$ cat src/rtl/port_debounce_pkg.sv
package port_debounce_pkg;
  typedef enum logic [1:0] {
    ADDR_CTRL = 2'd0,
    ADDR_EN   = 2'd1,
    ADDR_FLAG = 2'd2,
    ADDR_POL  = 2'd3
  } pd_addr_e;
endpackage

$ cat src/rtl/pd_sync.sv
module pd_sync #(
  parameter int W = 8
) (
  input  logic         clk_i,
  input  logic         rst_ni,
  input  logic [W-1:0] d_i,
  output logic [W-1:0] q_o
);
  logic [W-1:0] s1_q, s2_q;
  always_ff @(posedge clk_i or negedge rst_ni) begin
    if (!rst_ni) begin
      s1_q <= '0;
      s2_q <= '0;
    end else begin
      s1_q <= d_i;
      s2_q <= s1_q;
    end
  end
  assign q_o = s2_q;
endmodule

$ cat src/rtl/pd_filter.sv
module pd_filter #(
  parameter int SEL_W     = 3,
  parameter int BASE_LOG2 = 8
) (
  input  logic             clk_i,
  input  logic             rst_ni,
  input  logic             lvl_i,
  input  logic [SEL_W-1:0] code_i,
  input  logic             restart_i,
  input  logic             pol_i,
  output logic             level_o,
  output logic             evt_o
);
  localparam int CNT_W = BASE_LOG2 + (1 << SEL_W) - 1;

  logic [CNT_W-1:0] cnt_q, lim;
  logic             acc_q, differ, at_lim, accept, bypass;

  // accept after 2^(BASE_LOG2+code) steady samples
  assign lim    = {CNT_W{1'b1}} >> (CNT_W - BASE_LOG2 - int'(code_i));
  assign bypass = (code_i == '0);
  assign differ = (lvl_i != acc_q);
  assign at_lim = (cnt_q == lim);
  assign accept = bypass ? differ : (differ && !restart_i && at_lim);

  always_ff @(posedge clk_i or negedge rst_ni) begin
    if (!rst_ni) begin
      cnt_q <= '0;
      acc_q <= 1'b0;
    end else begin
      if (bypass || restart_i || !differ || at_lim) cnt_q <= '0;
      else                                          cnt_q <= cnt_q + 1'b1;
      if (accept) acc_q <= lvl_i;
    end
  end

  assign level_o = acc_q;
  assign evt_o   = accept && (lvl_i == pol_i);
endmodule

$ cat src/rtl/pd_regs.sv
module pd_regs
  import port_debounce_pkg::*;
#(
  parameter int NPINS    = 8,
  parameter int GRP_PINS = 4,
  parameter int SEL_W    = 3,
  localparam int NGRP    = NPINS / GRP_PINS,
  localparam int SLOT_W  = NPINS / NGRP
) (
  input  logic                       clk_i,
  input  logic                       rst_ni,
  input  logic                       wr_i,
  input  logic [1:0]                 addr_i,
  input  logic [NPINS-1:0]           wdata_i,
  input  logic [NPINS-1:0]           evt_i,
  output logic [NPINS-1:0]           rdata_o,
  output logic [NGRP-1:0][SEL_W-1:0] code_o,
  output logic [NGRP-1:0]            restart_o,
  output logic [NPINS-1:0]           en_o,
  output logic [NPINS-1:0]           pol_o,
  output logic [NPINS-1:0]           flag_o
);
  logic [NGRP-1:0][SEL_W-1:0] code_q;
  logic [NPINS-1:0]           en_q, pol_q, flag_q, ctrl_rd, clr;
  logic                       wr_ctrl;

  assign wr_ctrl = wr_i && (addr_i == ADDR_CTRL);
  assign clr     = (wr_i && addr_i == ADDR_FLAG) ? wdata_i : '0;

  for (genvar g = 0; g < NGRP; g++) begin : g_grp
    logic [SEL_W-1:0] wcode;
    assign wcode        = wdata_i[g*SLOT_W +: SEL_W];
    assign restart_o[g] = wr_ctrl && (wcode != code_q[g]);
    assign ctrl_rd[g*SLOT_W +: SLOT_W] = SLOT_W'(code_q[g]);
    always_ff @(posedge clk_i or negedge rst_ni) begin
      if (!rst_ni)      code_q[g] <= '0;
      else if (wr_ctrl) code_q[g] <= wcode;
    end
  end

  always_ff @(posedge clk_i or negedge rst_ni) begin
    if (!rst_ni) begin
      en_q   <= '0;
      pol_q  <= '0;
      flag_q <= '0;
    end else begin
      if (wr_i && addr_i == ADDR_EN)  en_q  <= wdata_i;
      if (wr_i && addr_i == ADDR_POL) pol_q <= wdata_i;
      flag_q <= (flag_q & ~clr) | evt_i;  // set wins
    end
  end

  always_comb begin
    case (addr_i)
      ADDR_CTRL: rdata_o = ctrl_rd;
      ADDR_EN:   rdata_o = en_q;
      ADDR_FLAG: rdata_o = flag_q;
      default:   rdata_o = pol_q;
    endcase
  end

  assign code_o = code_q;
  assign en_o   = en_q;
  assign pol_o  = pol_q;
  assign flag_o = flag_q;
endmodule

$ cat src/rtl/port_debounce.sv
module port_debounce #(
  parameter int NPINS     = 8,
  parameter int GRP_PINS  = 4,
  parameter int SEL_W     = 3,
  parameter int BASE_LOG2 = 8,
  localparam int NGRP     = NPINS / GRP_PINS
) (
  input  logic             clk_i,
  input  logic             rst_ni,
  input  logic [NPINS-1:0] pin_i,
  input  logic             wr_i,
  input  logic [1:0]       addr_i,
  input  logic [NPINS-1:0] wdata_i,
  output logic [NPINS-1:0] rdata_o,
  output logic [NPINS-1:0] level_o,
  output logic             irq_o
);
  logic [NPINS-1:0]           sync_s, evt_s, en_s, pol_s, flag_s;
  logic [NGRP-1:0][SEL_W-1:0] code_s;
  logic [NGRP-1:0]            restart_s;

  pd_sync #(.W(NPINS)) u_sync (
    .clk_i(clk_i), .rst_ni(rst_ni), .d_i(pin_i), .q_o(sync_s)
  );

  pd_regs #(.NPINS(NPINS), .GRP_PINS(GRP_PINS), .SEL_W(SEL_W)) u_regs (
    .clk_i(clk_i), .rst_ni(rst_ni), .wr_i(wr_i), .addr_i(addr_i),
    .wdata_i(wdata_i), .evt_i(evt_s), .rdata_o(rdata_o), .code_o(code_s),
    .restart_o(restart_s), .en_o(en_s), .pol_o(pol_s), .flag_o(flag_s)
  );

  for (genvar i = 0; i < NPINS; i++) begin : g_pin
    pd_filter #(.SEL_W(SEL_W), .BASE_LOG2(BASE_LOG2)) u_filt (
      .clk_i(clk_i), .rst_ni(rst_ni), .lvl_i(sync_s[i]),
      .code_i(code_s[i/GRP_PINS]), .restart_i(restart_s[i/GRP_PINS]),
      .pol_i(pol_s[i]), .level_o(level_o[i]), .evt_o(evt_s[i])
    );
  end

  assign irq_o = |(flag_s & en_s);
endmodule

$ cat config.mk
export PLATFORM = sky130hd
export DESIGN_NAME = port_debounce
export DESIGN_NICKNAME = d
export VERILOG_FILES = /design/src/rtl/port_debounce_pkg.sv /design/src/rtl/pd_sync.sv /design/src/rtl/pd_filter.sv /design/src/rtl/pd_regs.sv /design/src/rtl/port_debounce.sv
export SDC_FILE = /design/constraint.sdc
export NUM_CORES = 1
export LEC_CHECK = 0
export BUFFER_PORTS_ARGS = -buffer_cell sky130_fd_sc_hd__clkbuf_2
export CORE_ASPECT_RATIO = 0.75
export CORE_MARGIN = 4
export CORE_UTILIZATION = 30
export DETAILED_ROUTE_END_ITERATION = 16
export GPL_ROUTABILITY_DRIVEN = 0
export HOLD_SLACK_MARGIN = 0.05
export PLACE_DENSITY_LB_ADDON = 0.15
export SLEW_MARGIN = 20
export SYNTH_ARGS = -nofsm -noshare
export SYNTH_HDL_FRONTEND = slang
export SYNTH_HIERARCHICAL = 1
export SYNTH_SLANG_ARGS = --single-unit
export TNS_END_PERCENT = 50
$ cat constraint.sdc
create_clock -name clk_i -period 2.4 [get_ports clk_i]
set_input_delay 0.36 -clock clk_i [delete_from_list [all_inputs] [get_ports clk_i]]
set_output_delay 0.36 -clock clk_i [all_outputs]
set_load 0.02 [all_outputs]
Yosys cells after proc, flatten, opt, wreduce, memory -nomap -nowiden
Index checks and enable logic that the tools add are counted.
{"block": "word_totals", "wordCells": 148, "in_bits": 21, "regBits": 174}
{"block": "op_classes", "bitwise": 4, "shift": 2, "n_addsub": 10, "n_eq_ne": 29, "n_mux": 18, "n_reduce_logical": 62}
{"op": "adder 15 x 1 -> 15 bit, second input constant", "count": 8}
{"op": "equality test 15 bit", "count": 8}
{"op": "2-to-1 mux 15 bit", "count": 8}
{"op": ">> shifter 15 x 32 -> 15 bit, first input constant", "count": 2}
{"op": "logical AND 1 bit", "count": 30}
{"op": "one-hot mux 8 bit (3 select lines)", "count": 1}
{"op": "logical OR 1 bit", "count": 18}
{"op": "bitwise AND 8 bit", "count": 2}
{"op": "zero test 1 bit", "count": 10}
{"op": "equality test 1 bit", "count": 8}
{"op": "2-to-1 mux 1 bit", "count": 8}
{"op": "2-to-1 mux 8 bit", "count": 1}
{"op": "!= test 1 bit", "count": 8}
{"op": "NOT 8 bit", "count": 1}
{"op": "bitwise OR 8 bit", "count": 1}
{"op": "OR reduction 8 bit", "count": 1}
{"op": "subtractor 3 x 3 -> 4 bit, first input constant", "count": 2}
{"op": "zero test 3 bit", "count": 2}
{"op": "!= test 3 bit", "count": 2}
{"op": "equality test 2 bit, second input constant", "count": 2}
{"op": "equality test 2 x 1 -> 1 bit, second input constant", "count": 1}
{"op": "zero test 2 bit", "count": 1}

Longest topological paths before layout
{"block": "depth", "depth_word": 9, "mapped_depth": 8}

Modules after synthesis
The synthesis kept the hierarchy.
{"mod": "pd_filter", "n_inst": 8, "seq_area_each_um2": 400.4, "cells_per_inst": 103, "area_per_inst_um2": 967.2}
{"mod": "pd_regs", "n_inst": 1, "seq_area_each_um2": 750.7, "cells_per_inst": 95, "area_per_inst_um2": 1472.7}
{"mod": "pd_sync", "n_inst": 1, "seq_area_each_um2": 400.4, "cells_per_inst": 16, "area_per_inst_um2": 400.4}
{"mod": "port_debounce", "n_inst": 1, "seq_area_each_um2": 0.0, "cells_per_inst": 5, "area_per_inst_um2": 36.3}

Least setup slack after synthesis
Ideal clock, no wire load.
{"block": "synth_path", "path_type": "flip-flop to flip-flop", "start": "register u_regs.code_q (netlist bit u_regs/code_o[3])", "end": "register g_pin[4].u_filt.acc_q", "setup_ps": 128, "n_path_buf": 0, "required_ps": 2272, "t_arrival_ps": 2035, "setup_slack_ps": 237, "path_stages_with_launch": 7, "path_cell_list": "dfrtp_1 > xor2_1 > o31a_1 > nor4_1 > o21ai_0 > o21bai_2 > mux2_1"}
{"block": "synth_between", "elab_chain_len": 6, "elab_cells_between_ends": 10, "classes_between": "1 x add/sub; 2 x eq/ne; 1 x shift; 1 x mux; 5 x reduce/logical"}
{"element": "from (decl)", "line": "pd_regs.sv:23", "text": "logic [NGRP-1:0][SEL_W-1:0] code_q;"}
{"element": "from (signal, indexed assignment)", "line": "pd_regs.sv:37", "text": "else if (wr_ctrl) code_q[g] <= wcode;"}
{"element": "!= test 3 bit", "line": "pd_regs.sv:33", "text": "assign restart_o[g] = wr_ctrl && (wcode != code_q[g]);"}
{"element": "logical AND 1 bit", "line": "pd_regs.sv:33"}
{"element": "net restart_s[1]", "line": "port_debounce.sv:20", "text": "logic [NGRP-1:0] restart_s;"}
{"element": "zero test 1 bit", "line": "pd_filter.sv:24", "text": "assign accept = bypass ? differ : (differ && !restart_i && at_lim);"}
{"element": "logical AND 1 bit (2 in a row)", "line": "pd_filter.sv:24"}
{"element": "2-to-1 mux 1 bit", "line": "pd_filter.sv:24"}
{"element": "to (signal assigned)", "line": "pd_filter.sv:33", "text": "if (accept) acc_q <= lvl_i;"}
{"element": "to (decl)", "line": "pd_filter.sv:17", "text": "logic acc_q, differ, at_lim, accept, bypass;"}
The timed path passes the listed nets, and every way through them passes these cells.
A chain may end at the register's enable or synchronous reset.

Worst setup path in the final report
{"block": "layout_path", "start": "register u_regs.code_q (netlist bit u_regs/code_o[4])", "end": "output port rdata_o[5]"}
{"block": "layout_between", "elab_chain_len": 1}
{"element": "one-hot mux 8 bit (3 select lines)", "line": "pd_regs.sv:54", "text": "case (addr_i)"}
{"element": "to (decl)", "line": "port_debounce.sv:14", "text": "output logic [NPINS-1:0] rdata_o,"}
Every way passes these cells.

==> parameters.txt <==
Parameter                              Value

Yosys
  Syn Inst Count    940
  Post-synth EDFFs    0
  YS warnings    6
  Top cells by area, synth    dfrtp_1, xor2_1, nor2_1, buf_6, nand3_1
  Net count of the mapped netlist    between 900 and 1,000
  Combinational family with the most area after synthesis    simple AND/OR/NAND/NOR gates
  Post-synthesis instance area    9647 um2
  Post-synth top area share    45.14%
  Number of different library cells in the post-synthesis netlist    46
  Synth Area in Compound Gates    9.598%
  Share of synthesized registers carrying an async set or reset    100.0%
  Most frequently used cell type in the post-synthesis netlist    dfrtp_1
  Fraction of the mapped netlist area in simple logic gates    about a quarter
  Xor/xnor share of the synthesized area    10.71%
  Fraction of the yosys area taken by sequential cells    45.14%
  Synthesis-stage register bit count    around 170
  Ranking of synthesized cells by instance count    dfrtp_1, nor2_1, xor2_1
  Predominant post-synthesis flop cell    dfrtp_1
  Share of synthesized cell area in full adder, half adder and majority cells    1.038%
  Multiplexer share of the synthesized area    5.292%
  Post-synthesis area per instance    10.26 um2
  Yosys top cell by area    dfrtp_1

CTS
  Number of buffers on the longest clock path    2
  Clock root buffer master    clkbuf_16
  Worst skew pair latency    440 ps
  Register clock-pin slew on the reported worst setup and hold paths    ~70 ps
  CTS tree    yes
  Count of clock tree sinks    174
  Num CTS Buffers    17
  # H-tree levels    4

Die
  Number of rows created at floorplan    56
  Horizontal extent of the die    about 220 um
  Std-Cell Core Area    31,460 um2
  Area enclosed by the die boundary    35,120 um2
  Top-Level Pins    38
  Starting density of the core    30.66%
  DIE HEIGHT    163.3 um

Cells and area
  Layout cell share with drive strength beyond 1    18.17%
  Core Util, Final    a little over a third
  Layout area overhead    14.29%
  Number of nets in the finished design    1,034

Global route
  First-pass GRT wire length    roughly 36,000 um
  Number of global-route vias before repair    6,707
  Total global routing track utilization    12.80%
  Antenna violations before repair    2
  Largest net degree at the start of global routing    63
  Gr ovfl total    0

Worst setup path
  Family with the most delay on the worst path    buffers and inverters
  Largest incremental delay on the critical path    500 ps
  Buffers and inverters on the worst path    3
  Capturing element type of the critical path    output pin
  Most Frequent Cell on Critical Path    buf_4
  Arr. time, crit path    1930 ps
  Total number of cells along the worst setup path    4
  FF-to-FF path depth    5
  Cell-by-cell trace of the critical path    buf_4 > buf_4 > mux4_2 > clkbuf_2
  Element type at the critical path start    flop
  Max stage delay cell, worst path    mux4_2
  Category of the most critical setup path    reg2out
  Required arrival time at the worst endpoint    2040 ps
  Largest fanout on the critical path    21

Run status
  Result of the run    complete, no violations

STA
  Final Slew Violations    0
  Post-Route Skew    between 10 and 15 ps
  Worst-case headroom to the max-slew limit    40.56%
  Share of the clock period used by the worst path after layout    95.47%
  Final total negative setup slack    0 ps
  Final count of hold timing violations    0
  RSZ-0062 raised after global routing    no
  Worst-margin pin slew    889.8 ps
  Final Critical Period    2291 ps
  Total of endpoints with negative setup slack in the final report    0
  Timing-limited maximum frequency    436.4 MHz

Pwr
  Power density cells    818.1 nW/um2
  Static Leak    between 4 and 5 nW
  Peak supply drop    0.5549 mV

Min path
  Path type of the worst min-delay path    in2reg
  Cell count of the worst hold path    2

Detailed routing
  Detailed Route WL    about 22,000 um
  DRT iter0 DRCs    320
  Remaining design rule violation count    0
  Antenna violation net count after detailed routing    0
  Ratio of routed vias to standard cells    4.843
  Routed vias    6,901
  Number of detailed-route iterations in the first pass    4
  Routed wirelength normalized by instance count    15.20 um

Place
  Quantity of I/O buffers inserted on ports    37
  Final HPWL from detailed placement    15,090 um

Job
  Max-capacitance violation count    0
## power by group
part	total [W]	internal, W	leakage (nW)	switching, W
Clock	0.00299	0.00178	0.301	0.00121
Sequential	0.00372	0.00330	2.30	0.000416
Combinational	0.00231	0.00100	2.00	0.00131
Total	0.00902	0.00608	4.60	0.00294
## metal layers
metal,vias up,routed length [um],global-route usage [%]
li1,3481,-,-
met3,19,475,2.659
met4,2,297,3.980
met2,48,9328,19.37
met5,-,18,0
met1,3351,11540,18.47
## cell usage in the layout, fill, tap and decap left out, types with 24 or more instances in the layout
master    instances
dfrtp_1         174
and3_1           24
mux2_2           24
o21ai_0          32
xnor2_1          32
nor3_1           32
xor2_1           86
nor2_1          128
nand3_1          56
clkbuf_2         35
nand2_1          48
buf_4            25
## logic make-up after synthesis
group           Yosys count
compound gates          128
xor+xnor                118
buf+inv                  45
fa+ha+maj                 8
mux                      38
flops                   174
simple gates            429
## what timing repair did
item / CTS / global route
pin swaps: 0 / 0
cloned: 0 / 0
endpoints found under the setup margin: 1 / 14
gates resized for setup: 1 / 4
hold buffers: 9 / 0
endpoints found under the hold margin: 66 / 0
buffers inserted: 0 / 0
## sequential cells by signal (all words and copies together), names as in the netlist
name / flops
g_pin.u_filt/cnt_q: 120
g_pin.u_filt/level_o: 8
u_regs/code_o: 6
u_regs/en_o: 8
u_regs/flag_o: 8
u_regs/pol_o: 8
u_sync/q_o: 8
u_sync/s1_q: 8
## metrics by stage
step	worst slack, ps	cell area (um2)	instances	hold slack [ps]	power (W)
finish	108.7	11030	1425	211.6	0.009020
global route	5.351	11030	1425	199.3	0.009593
CTS	43.56	11010	1424	186.7	0.009176
detailed placement	61.64	10300	1383	337.1	0.006112
global placement	111.1	10300	1383	334.0	0.006103
floorplan	237.2	9647	940	64.41	0.005477
## cell type report
| type | instances | area, um2 |
|---|---|---|
| well taps | 406 | 508.0 |
| multi-input cells | 721 | 4928 |
| clock buffers | 23 | 498.0 |
| diodes | 1 | 2.502 |
| clock inverters | 9 | 131.4 |
| flip-flops and latches | 174 | 4354 |
| fillers | 3153 | 20430 |
| repair buffers | 75 | 543.0 |
| inverters | 16 | 60.06 |
## path summary, 6_finish.rpt
path | slack [ps] | start | end
worst min-delay path | 210 | wdata_i[3] | u_regs/en_o[3]
max in group asynchronous | 1240 | rst_ni | g_pin[0].u_filt/cnt_q[10]
worst max-delay path | 110 | u_regs/code_o[4] | rdata_o[5]
worst min register to register | 350 | u_sync/s1_q[4] | u_sync/q_o[4]
min in group asynchronous | 480 | rst_ni | g_pin[7].u_filt/cnt_q[11]
worst max register to register | 210 | u_regs/code_o[3] | g_pin[7].u_filt/cnt_q[13]
(Power assumes the default switching activity.)
